**src/rtl/th_seq_pkg.sv**
```systemverilog
package th_seq_pkg;

  typedef enum logic [2:0] {
    ST_IDLE    = 3'd0,
    ST_EXT_TRK = 3'd1,
    ST_INT_ACQ = 3'd2,
    ST_CONV    = 3'd3,
    ST_RELEASE = 3'd4
  } th_state_e;

  function automatic int unsigned max3(input int unsigned a, input int unsigned b,
                                       input int unsigned c);
    int unsigned m;
    m = (a > b) ? a : b;
    return (m > c) ? m : c;
  endfunction

  function automatic int unsigned cnt_width(input int unsigned limit);
    return (limit > 1) ? $clog2(limit) : 1;
  endfunction

endpackage

```
**src/rtl/th_fall_counter.sv**
```systemverilog
module th_fall_counter
  import th_seq_pkg::*;
#(
  parameter int unsigned EXT_TRACK_EDGE = 7,
  parameter int unsigned EXT_HOLD_EDGE  = 8,
  parameter int unsigned INT_TRACK_EDGE = 9
) (
  input  logic       clk,
  input  logic       rst_n,
  input  logic       clr,
  input  logic       scl_fall,
  output logic [2:0] hit
);
  localparam int unsigned MAX_EDGE = max3(EXT_TRACK_EDGE, EXT_HOLD_EDGE, INT_TRACK_EDGE);
  localparam int unsigned EW       = cnt_width(MAX_EDGE + 1);
  localparam int unsigned EDGES [3] = '{EXT_TRACK_EDGE, EXT_HOLD_EDGE, INT_TRACK_EDGE};

  logic [EW-1:0] edge_cnt;
  logic          at_max;

  assign at_max = (edge_cnt == EW'(MAX_EDGE));

  // Counts edges since the latest START; saturates so triggers fire once.
  always_ff @(posedge clk or negedge rst_n) begin
    if (!rst_n) begin
      edge_cnt <= '0;
    end else if (clr) begin
      edge_cnt <= '0;
    end else if (scl_fall && !at_max) begin
      edge_cnt <= edge_cnt + 1'b1;
    end
  end

  // hit[g] marks the cycle in which edge number EDGES[g] arrives.
  for (genvar g = 0; g < 3; g++) begin : g_hit
    assign hit[g] = scl_fall && !clr && (edge_cnt == EW'(EDGES[g] - 1));
  end

endmodule

```
**src/rtl/th_event_counter.sv**
```systemverilog
module th_event_counter
  import th_seq_pkg::*;
#(
  parameter int unsigned LIMIT = 8
) (
  input  logic clk,
  input  logic rst_n,
  input  logic clr,
  input  logic inc,
  output logic last
);
  localparam int unsigned W = cnt_width(LIMIT);

  logic [W-1:0] cnt;

  always_ff @(posedge clk or negedge rst_n) begin
    if (!rst_n) begin
      cnt <= '0;
    end else if (clr) begin
      cnt <= '0;
    end else if (inc) begin
      cnt <= last ? '0 : cnt + 1'b1;
    end
  end

  assign last = (cnt == W'(LIMIT - 1));

endmodule

```
**src/rtl/th_ctrl.sv**
```systemverilog
module th_ctrl
  import th_seq_pkg::*;
(
  input  logic clk,
  input  logic rst_n,
  input  logic abort,
  input  logic mode_int,
  input  logic addr_match,
  input  logic hit_ext_trk,
  input  logic hit_ext_hold,
  input  logic hit_int_trk,
  input  logic scl_fall,
  input  logic int_tick,
  input  logic acq_last,
  input  logic step_last,
  output logic acq_clr,
  output logic acq_inc,
  output logic step_clr,
  output logic step_inc,
  output logic track,
  output logic hold,
  output logic conv_step,
  output logic scl_low,
  output logic done
);
  th_state_e state;
  logic      mode_q;
  logic      conv_ev;

  // Step clock source follows the mode captured when tracking began.
  assign conv_ev  = mode_q ? int_tick : scl_fall;
  assign acq_inc  = (state == ST_INT_ACQ) && int_tick;
  assign acq_clr  = abort || (state != ST_INT_ACQ);
  assign step_inc = (state == ST_CONV) && conv_ev;
  assign step_clr = abort || (state != ST_CONV);

  always_ff @(posedge clk or negedge rst_n) begin
    if (!rst_n) begin
      state     <= ST_IDLE;
      mode_q    <= 1'b0;
      track     <= 1'b0;
      hold      <= 1'b0;
      conv_step <= 1'b0;
      scl_low   <= 1'b0;
      done      <= 1'b0;
    end else begin
      conv_step <= 1'b0;
      done      <= 1'b0;
      if (abort) begin
        state   <= ST_IDLE;
        track   <= 1'b0;
        hold    <= 1'b0;
        scl_low <= 1'b0;
      end else begin
        unique case (state)
          ST_IDLE: begin
            if (!mode_int && hit_ext_trk && addr_match) begin
              mode_q <= 1'b0;
              track  <= 1'b1;
              state  <= ST_EXT_TRK;
            end else if (mode_int && hit_int_trk && addr_match) begin
              mode_q  <= 1'b1;
              track   <= 1'b1;
              scl_low <= 1'b1;
              state   <= ST_INT_ACQ;
            end
          end
          ST_EXT_TRK: begin
            if (hit_ext_hold) begin
              track <= 1'b0;
              hold  <= 1'b1;
              state <= ST_CONV;
            end
          end
          ST_INT_ACQ: begin
            if (int_tick && acq_last) begin
              track <= 1'b0;
              hold  <= 1'b1;
              state <= ST_CONV;
            end
          end
          ST_CONV: begin
            if (conv_ev) begin
              conv_step <= 1'b1;
              if (step_last) begin
                if (mode_q) begin
                  state <= ST_RELEASE;
                end else begin
                  hold  <= 1'b0;
                  done  <= 1'b1;
                  state <= ST_IDLE;
                end
              end
            end
          end
          ST_RELEASE: begin
            if (int_tick) begin
              hold    <= 1'b0;
              scl_low <= 1'b0;
              done    <= 1'b1;
              state   <= ST_IDLE;
            end
          end
          default: state <= ST_IDLE;
        endcase
      end
    end
  end

endmodule

```
**src/rtl/adc_th_seq.sv**
```systemverilog
module adc_th_seq
  import th_seq_pkg::*;
#(
  parameter int unsigned EXT_TRACK_EDGE = 7,
  parameter int unsigned EXT_HOLD_EDGE  = 8,
  parameter int unsigned INT_TRACK_EDGE = 9,
  parameter int unsigned ACQ_TICKS      = 2,
  parameter int unsigned STEPS_PER_CONV = 8,
  parameter int unsigned NUM_CONV       = 1
) (
  input  logic clk,
  input  logic rst_n,
  input  logic scl_fall,
  input  logic start_det,
  input  logic stop_det,
  input  logic addr_match,
  input  logic mode_int,
  input  logic int_tick,
  output logic track,
  output logic hold,
  output logic conv_step,
  output logic scl_low,
  output logic done
);
  localparam int unsigned TOTAL_STEPS = STEPS_PER_CONV * NUM_CONV;

  logic       abort;
  logic [2:0] hit;
  logic       acq_clr, acq_inc, acq_last;
  logic       step_clr, step_inc, step_last;

  assign abort = start_det || stop_det;

  th_fall_counter #(
    .EXT_TRACK_EDGE (EXT_TRACK_EDGE),
    .EXT_HOLD_EDGE  (EXT_HOLD_EDGE),
    .INT_TRACK_EDGE (INT_TRACK_EDGE)
  ) u_edges (
    .clk      (clk),
    .rst_n    (rst_n),
    .clr      (abort),
    .scl_fall (scl_fall),
    .hit      (hit)
  );

  th_event_counter #(.LIMIT(ACQ_TICKS)) u_acq (
    .clk   (clk),
    .rst_n (rst_n),
    .clr   (acq_clr),
    .inc   (acq_inc),
    .last  (acq_last)
  );

  th_event_counter #(.LIMIT(TOTAL_STEPS)) u_steps (
    .clk   (clk),
    .rst_n (rst_n),
    .clr   (step_clr),
    .inc   (step_inc),
    .last  (step_last)
  );

  th_ctrl u_ctrl (
    .clk          (clk),
    .rst_n        (rst_n),
    .abort        (abort),
    .mode_int     (mode_int),
    .addr_match   (addr_match),
    .hit_ext_trk  (hit[0]),
    .hit_ext_hold (hit[1]),
    .hit_int_trk  (hit[2]),
    .scl_fall     (scl_fall),
    .int_tick     (int_tick),
    .acq_last     (acq_last),
    .step_last    (step_last),
    .acq_clr      (acq_clr),
    .acq_inc      (acq_inc),
    .step_clr     (step_clr),
    .step_inc     (step_inc),
    .track        (track),
    .hold         (hold),
    .conv_step    (conv_step),
    .scl_low      (scl_low),
    .done         (done)
  );

endmodule

```
**config.mk**
```make
export PLATFORM = sky130hd
export DESIGN_NAME = adc_th_seq
export DESIGN_NICKNAME = d
export VERILOG_FILES = /design/src/rtl/th_seq_pkg.sv /design/src/rtl/th_fall_counter.sv /design/src/rtl/th_event_counter.sv /design/src/rtl/th_ctrl.sv /design/src/rtl/adc_th_seq.sv
export SDC_FILE = /design/constraint.sdc
export NUM_CORES = 1
export LEC_CHECK = 0
export ABC_AREA = 1
export CORE_MARGIN = 5
export CORE_UTILIZATION = 50
export CTS_CLUSTER_SIZE = 24
export DETAILED_ROUTE_END_ITERATION = 7
export PLACE_DENSITY_LB_ADDON = 0.12
export SLEW_MARGIN = 5
export SYNTH_ARGS = -nofsm -noshare
export SYNTH_HDL_FRONTEND = slang
export SYNTH_SLANG_ARGS = --single-unit
```
**constraint.sdc**
```tcl
create_clock -name clk -period 1.8 [get_ports clk]
set_clock_uncertainty 0.15 [all_clocks]
set_input_delay 0.45 -clock clk [delete_from_list [all_inputs] [get_ports clk]]
set_output_delay 0.45 -clock clk [all_outputs]
set_load 0.02 [all_outputs]
```
==> results of run 1 <==
==> per-layer routing <==
layer | share of wire | routed length [um] | vias to the layer above | global-route usage
met1 | 0.45 | 1027 | 458 | 0.1804
met3 | 0.028 | 64 | 2 | 0.02941
li1 | - | - | 523 | -
met5 | 0 | 0 | - | 0
met2 | 0.51 | 1154 | 10 | 0.2887
met4 | 0.0075 | 17 | 0 | 0.05298
==> through the flow <==
| step | power [W] | hold slack (ns) | std cells | setup WS, ns |
|---|---|---|---|---|
| detailed placement | 0.0005744 | 0.3081 | 198 | -0.2266 |
| floorplan | 0.0005157 | 0.004409 | 148 | 0.3109 |
| global route | 0.0008238 | 0.3305 | 202 | 0.006891 |
| CTS | 0.0007826 | 0.3262 | 202 | 0.08085 |
| global placement | 0.0005716 | 0.3074 | 198 | -0.1787 |
| finish | 0.0007719 | 0.3223 | 202 | 0.1196 |
==> state kept, by name, indices dropped and copies added (netlist names) <==
signal	flops
u_ctrl.hold	1
u_ctrl.mode_q	1
u_ctrl.conv_step	1
u_ctrl.track	1
u_acq.last	1
u_ctrl.scl_low	1
u_ctrl.state	3
u_steps.cnt	3
u_ctrl.done	1
u_edges.edge_cnt	4
==> cell families (layout without fill, tap and decap cells) <==
kind of cell	after synthesis	count (layout)	share of synthesized area
AOI/OAI and AO/OA	12	12	0.05531
xor gates and xnor gates	1	1	0.007745
adders and majority gates	6	6	0.06637
buffers and inverters	23	49	0.09071
DFF	17	17	0.3761
and+or+nand+nor	89	89	0.4038
==> power by group <==
group / internal [W] / leakage [nW] / switching [W]
Combinational: 0.0000623 / 0.516 / 0.0000975
Clock: 0.0000827 / 0.0177 / 0.000123
Sequential: 0.000393 / 0.234 / 0.0000131
==> cell usage after synthesis, drive strengths merged <==
cell type / count
nor2: 14
nor3: 2
o211ai: 1
xor2: 1
nand2: 49
nand3: 20
nand4: 4
a21oi: 6
ha: 6
o21ai: 5
buf: 1
dfrtp: 17
inv: 22
==> worst paths after layout <==
check	startpoint	end	slack, ns	depth (start not counted)
worst max-delay path	start_det	u_ctrl.hold	0.12	10
worst min-delay path	u_ctrl.scl_low	u_ctrl.scl_low	0.32	2
worst max register to register	u_edges.edge_cnt[0]	u_ctrl.state[1]	0.20	10
worst min register to register	u_ctrl.scl_low	u_ctrl.scl_low	0.32	2
max in group asynchronous	rst_n	u_ctrl.state[0]	0.99	2
min in group asynchronous	rst_n	u_ctrl.hold	0.33	2
==> tightest hold or removal path: cells and delay by family (launching register included) <==
family        cells  cell delay [ns]
flops             1             0.35
simple gates      2             0.09
==> layout by cell type, fill, tap and decap left out, drive strengths merged <==
cell type,count
dlymetal6s2s,1
dlygate4sd2,5
o21ai,5
nor2,14
nor3,2
nand2,49
xor2,1
nand3,20
buf,11
nand4,4
clkbuf,3
clkinv,1
ha,6
clkdlybuf4s50,6
o211ai,1
inv,22
a21oi,6
dfrtp,17
==> timing repair <==
item                       CTS  global route
setup endpoints to repair    5             4
hold buffers                 0             0
resized for setup            5             4
==> cell type report <==
cell class | instances | area share
multi-input combinational | 108 | 0.4444
sequential | 17 | 0.3071
timing repair buffer | 23 | 0.1436
inverter | 22 | 0.05962
tap | 28 | 0.02529
clock buffer | 3 | 0.01626
clock inverter | 1 | 0.003613
==> results_dict.tcl, run 1 <==
set metrics [dict create \
    drt_pass1_iterations 4 \
    row_count 17 \
    maxSlewHeadroom 0.8243 \
    outcome "finished, final reports clean" \
    route.detailed.drc 0 \
    clock_path_buffers 2 \
    required_ns 1.85 \
    dieArea_um2 3313 \
    worstSkewPairLatency_ns 0.29 \
    gp_congestion 0.8308 \
    end_kind "flip-flop" \
    slowest_delay_ns 0.54 \
    synth-seq-cells 17 \
    rsz0062_at_grt "no" \
    period_needed_ns 1.680 \
    die_w_um 57.56 \
    first_iter_violations 22 \
    grt_pass1_vias 1054 \
    synth_top_area_share 0.3761 \
    hpwl_mm 1.837 \
    syn_to_final_growth_pct 22.46 \
    start_util 0.5163 \
    slew_viol_final 0 \
    crit_family "simple AND/OR/NAND/NOR gates" \
    drv_cap 0 \
    synth_nets 162 \
    die_height_um 57.56 \
    dpl_cell_area_um2 1349 \
    synthCells 148 \
    grt_start_max_net_pins 18 \
    cts_max_level 1 \
    worst_path_most_repeated_cell "nand2_1" \
    seq_area_frac_synth 0.3761 \
    cts_tree "done" \
    yosysWarnings 0 \
    core_area_um2 2191 \
    drive_gt1_frac 0.2529 \
    finalHoldViolations 0 \
    arrival_ns 1.73 \
    synth_top_area_cell "dfrtp_1" \
    seqCellArea_um2 425.4 \
    hold_class "reg -> reg" \
    fin_area_um2 1385 \
    path_class "in -> reg" \
    pwr_density_cell_nw_per_um2 557.3 \
    antenna_found_initial 0 \
    path_clk_slew_ns 0.10 \
    fin_crit_sh 0.9336 \
    postRouteAntennaNets 0 \
    grt-ovfl-total 0 \
    worstMarginPinSlew_ns 0.2616 \
    yosysUniqueCellTypes 20 \
    synthTopCellsByArea "dfrtp_1 (38%), nand2_1 (14%), nand3_1 (7.5%), ha_1 (6.6%), inv_1 (4.6%)" \
    path_buf_inv 2 \
    io_buffers 12 \
    avgSynthCellArea_um2 7.642 \
    root_buffer "clkbuf_4" \
    io_pins 13 \
    cts_num_sinks 17 \
    report.final.setup_viol 0 \
    startpoint_type "input pin" \
    vias_per_cell 4.916 \
    syn-cell-area_um2 1131 \
    vdd_drop_max_mv 0.3612 \
    crit_path_top_delay_cell "clkdlybuf4s50_1" \
    routed_wl_mm 2.263 \
    grt_pass1_wl_mm 4.174 \
    fill_cells 191 \
    fin_setup_tns_ns 0 \
    multiInputGateArea_um2 615.6 \
    fmax_mhz 595.1 \
    wl_per_cell_um 11.20 \
    final_core_util 0.6322 \
    num-nets-final 189 \
    cts_buffers 3 \
    crit_fanout 9 \
    path_cells "clkdlybuf4s50_1 -> inv_2 -> nand2_4 -> nor2_1 -> nand2_2 -> nand2_2 -> nor2_4 -> nand2_1 -> nand2_1 -> nand2_1" \
    cts_setup_buffers 0 \
    n_antenna_cell 0 \
    vias 993 \
    power.leakage_nw 0.7678 \
    grt.total_usage 0.1575 \
]
Power figures use the tool's default switching activity.
==> inputs of run 2 (changes only) <==
- SLEW_MARGIN: 5 -> default
==> results of run 2 <==
No change in the layout: final DEF, timing and power equal those of run 1.
==> inputs of run 3 (changes only) <==
- CORE_UTILIZATION: 50 -> 49
- CTS_CLUSTER_DIAMETER: default -> 200
- clock period: 1.8 -> 1.4 ns (I/O delays scaled with it)
==> run 3 against run 2 <==
The run now ends with negative setup slack left. Combinational power increased by 100%. Largest power group unchanged. Cell count increased by 13%. Largest cell class unchanged. Core utilization increased by 16 points. Critical path depth unchanged. Total power increased by 46%.
==> results_dict.tcl, run 3 (synthesis gave the netlist of run 1 again) <==
set metrics [dict create \
    use_met1 0.2123 \
    power.leakage_nw 0.8988 \
    failed_checks "negative setup slack" \
    final_core_util 0.7930 \
    grt_most_used_layer "met2" \
    num-nets-final 215 \
    dieArea_um2 3369 \
    final_cell_mix "nand2_1 (35), buf_4 (31), dfrtp_1 (15)" \
    postRouteAntennaNets 0 \
    drt_pass1_iterations 4 \
    routed_wl_mm 3.063 \
    hold_class "in -> async" \
    final_common_cell "nand2_1" \
    cts_buffers 3 \
    finalHoldViolations 0 \
    crit_path_top_delay_cell "clkdlybuf4s50_1" \
    path_cells "clkdlybuf4s50_1 -> inv_2 -> o21ai_2 -> inv_1 -> nand2_2 -> nand2_2 -> nor2_4 -> nand2_1 -> nand2_1 -> nand2_1" \
    cts_max_level 1 \
    dpl_cell_area_um2 1464 \
    period_needed_ns 1.584 \
    grt-ovfl-total 0 \
    hpwl_mm 2.055 \
    fill_cells 141 \
    largestRegisters "u_edges.edge_cnt: 4 flops, u_ctrl.state: 3 flops, u_steps.cnt: 3 flops" \
    end_kind "flip-flop" \
    use_met3 0.02673 \
    core_area_um2 2212 \
    pwr_density_cell_nw_per_um2 640.5 \
    vias_per_cell 5.057 \
    route.detailed.drc 0 \
    wl_per_cell_um 13.43 \
    io_buffers 12 \
    n_antenna_cell 0 \
    vias 1153 \
    startpoint_type "input pin" \
    hold_ws_ns 0.2160 \
    syn_to_final_growth_pct 55.09 \
    required_ns 1.44 \
    top_register "u_edges.edge_cnt" \
    grt_pass1_vias 1222 \
    report.final.setup_viol 12 \
    vdd_drop_max_mv 0.5316 \
    path_buf_inv 3 \
    path_class "in -> reg" \
    drv_cap 0 \
    root_buffer "clkbuf_4" \
    fin_area_um2 1754 \
    grt_pass1_wl_mm 5.043 \
    crit_family "buffers and inverters" \
    arrival_ns 1.63 \
    worstMarginPinSlew_ns 0.2375 \
    grt_start_max_net_pins 18 \
    start_util 0.5113 \
    drive_gt1_frac 0.5100 \
    worstSkewPairLatency_ns 0.29 \
    slowest_delay_ns 0.49 \
    path_clk_slew_ns 0.11 \
    worst_slack_ns -0.1835 \
    io_pins 13 \
    ctsHoldBuffers 0 \
    clock_path_buffers 2 \
    gp_congestion 0.8677 \
    antenna_found_initial 0 \
    post-place-ws_ns -0.5089 \
    grt.total_usage 0.1909 \
    slew_viol_final 0 \
    largest_reg_flops 4 \
    crit_fanout 3 \
    row_count 17 \
    first_iter_violations 31 \
    fin_crit_sh 1.131 \
    cts_tree "done" \
    maxSlewHeadroom 0.8404 \
    cts_num_sinks 17 \
    die_w_um 58.05 \
    outcome "complete, but fails checks" \
    fmax_mhz 631.5 \
    grt_use_met2 0.3613 \
    die_height_um 58.05 \
    worst_path_most_repeated_cell "nand2_1" \
    rsz0062_at_grt "yes" \
]
==> run 3: power by group <==
part	leakage, nW	switching, W	internal, W
Sequential	0.231	0.0000173	0.000506
Clock	0.0177	0.000167	0.000106
Combinational	0.650	0.000177	0.000150
Total	0.899	0.000362	0.000762
==> run 3: worst paths after layout <==
check	startpoint	to	slack, ns	depth (start not counted)
worst max-delay path	int_tick	u_ctrl.hold	-0.18	10
worst min-delay path	rst_n	u_ctrl.track	0.22	2
worst max register to register	u_edges.edge_cnt[0]	u_ctrl.state[0]	-0.16	10
worst min register to register	u_ctrl.track	u_ctrl.track	0.33	2
max in group asynchronous	rst_n	u_edges.edge_cnt[1]	0.68	2
min in group clk	u_ctrl.track	u_ctrl.track	0.33	2
==> run 3: what timing repair did <==
action,CTS,global route
setup endpoints to repair,19,15
gates resized for setup,46,26
buffers inserted,11,4
pin swaps,19,17
cloned,0,0
==> run 3: worst register-to-register path: cells and delay by family, from the launching register on <==
family | cells | cell delay, ns
adders and majority gates | 1 | 0.15
and+or+nand+nor | 7 | 0.51
buffers and inverters | 2 | 0.24
DFF | 1 | 0.42
==> run 3: routing by layer <==
metal  vias up  wire length (um)
met2        18              1749
met3         4                80
met5         -                 0
met1       556              1191
met4         0                42
li1        575                 -
==> run 3: per-stage QoR <==
stage	instances	TNS, ns	total power, W
global placement	212	-5.979	0.0007744
global route	228	-2.207	0.001182
CTS	226	-1.520	0.001086
finish	228	-1.122	0.001124
floorplan	148	-0.1115	0.0006646
detailed placement	212	-6.392	0.0007796
==> run 3: final cells by class <==
class | instances | area [um2] | share of cell area
multi-input cells | 108 | 789.5 | 0.4501
clock buffers | 3 | 22.52 | 0.01284
flip-flops and latches | 17 | 427.9 | 0.2439
well taps | 28 | 35.03 | 0.01997
clock inverters | 1 | 5.005 | 0.002853
inverters | 22 | 82.58 | 0.04708
repair buffers | 49 | 391.6 | 0.2233
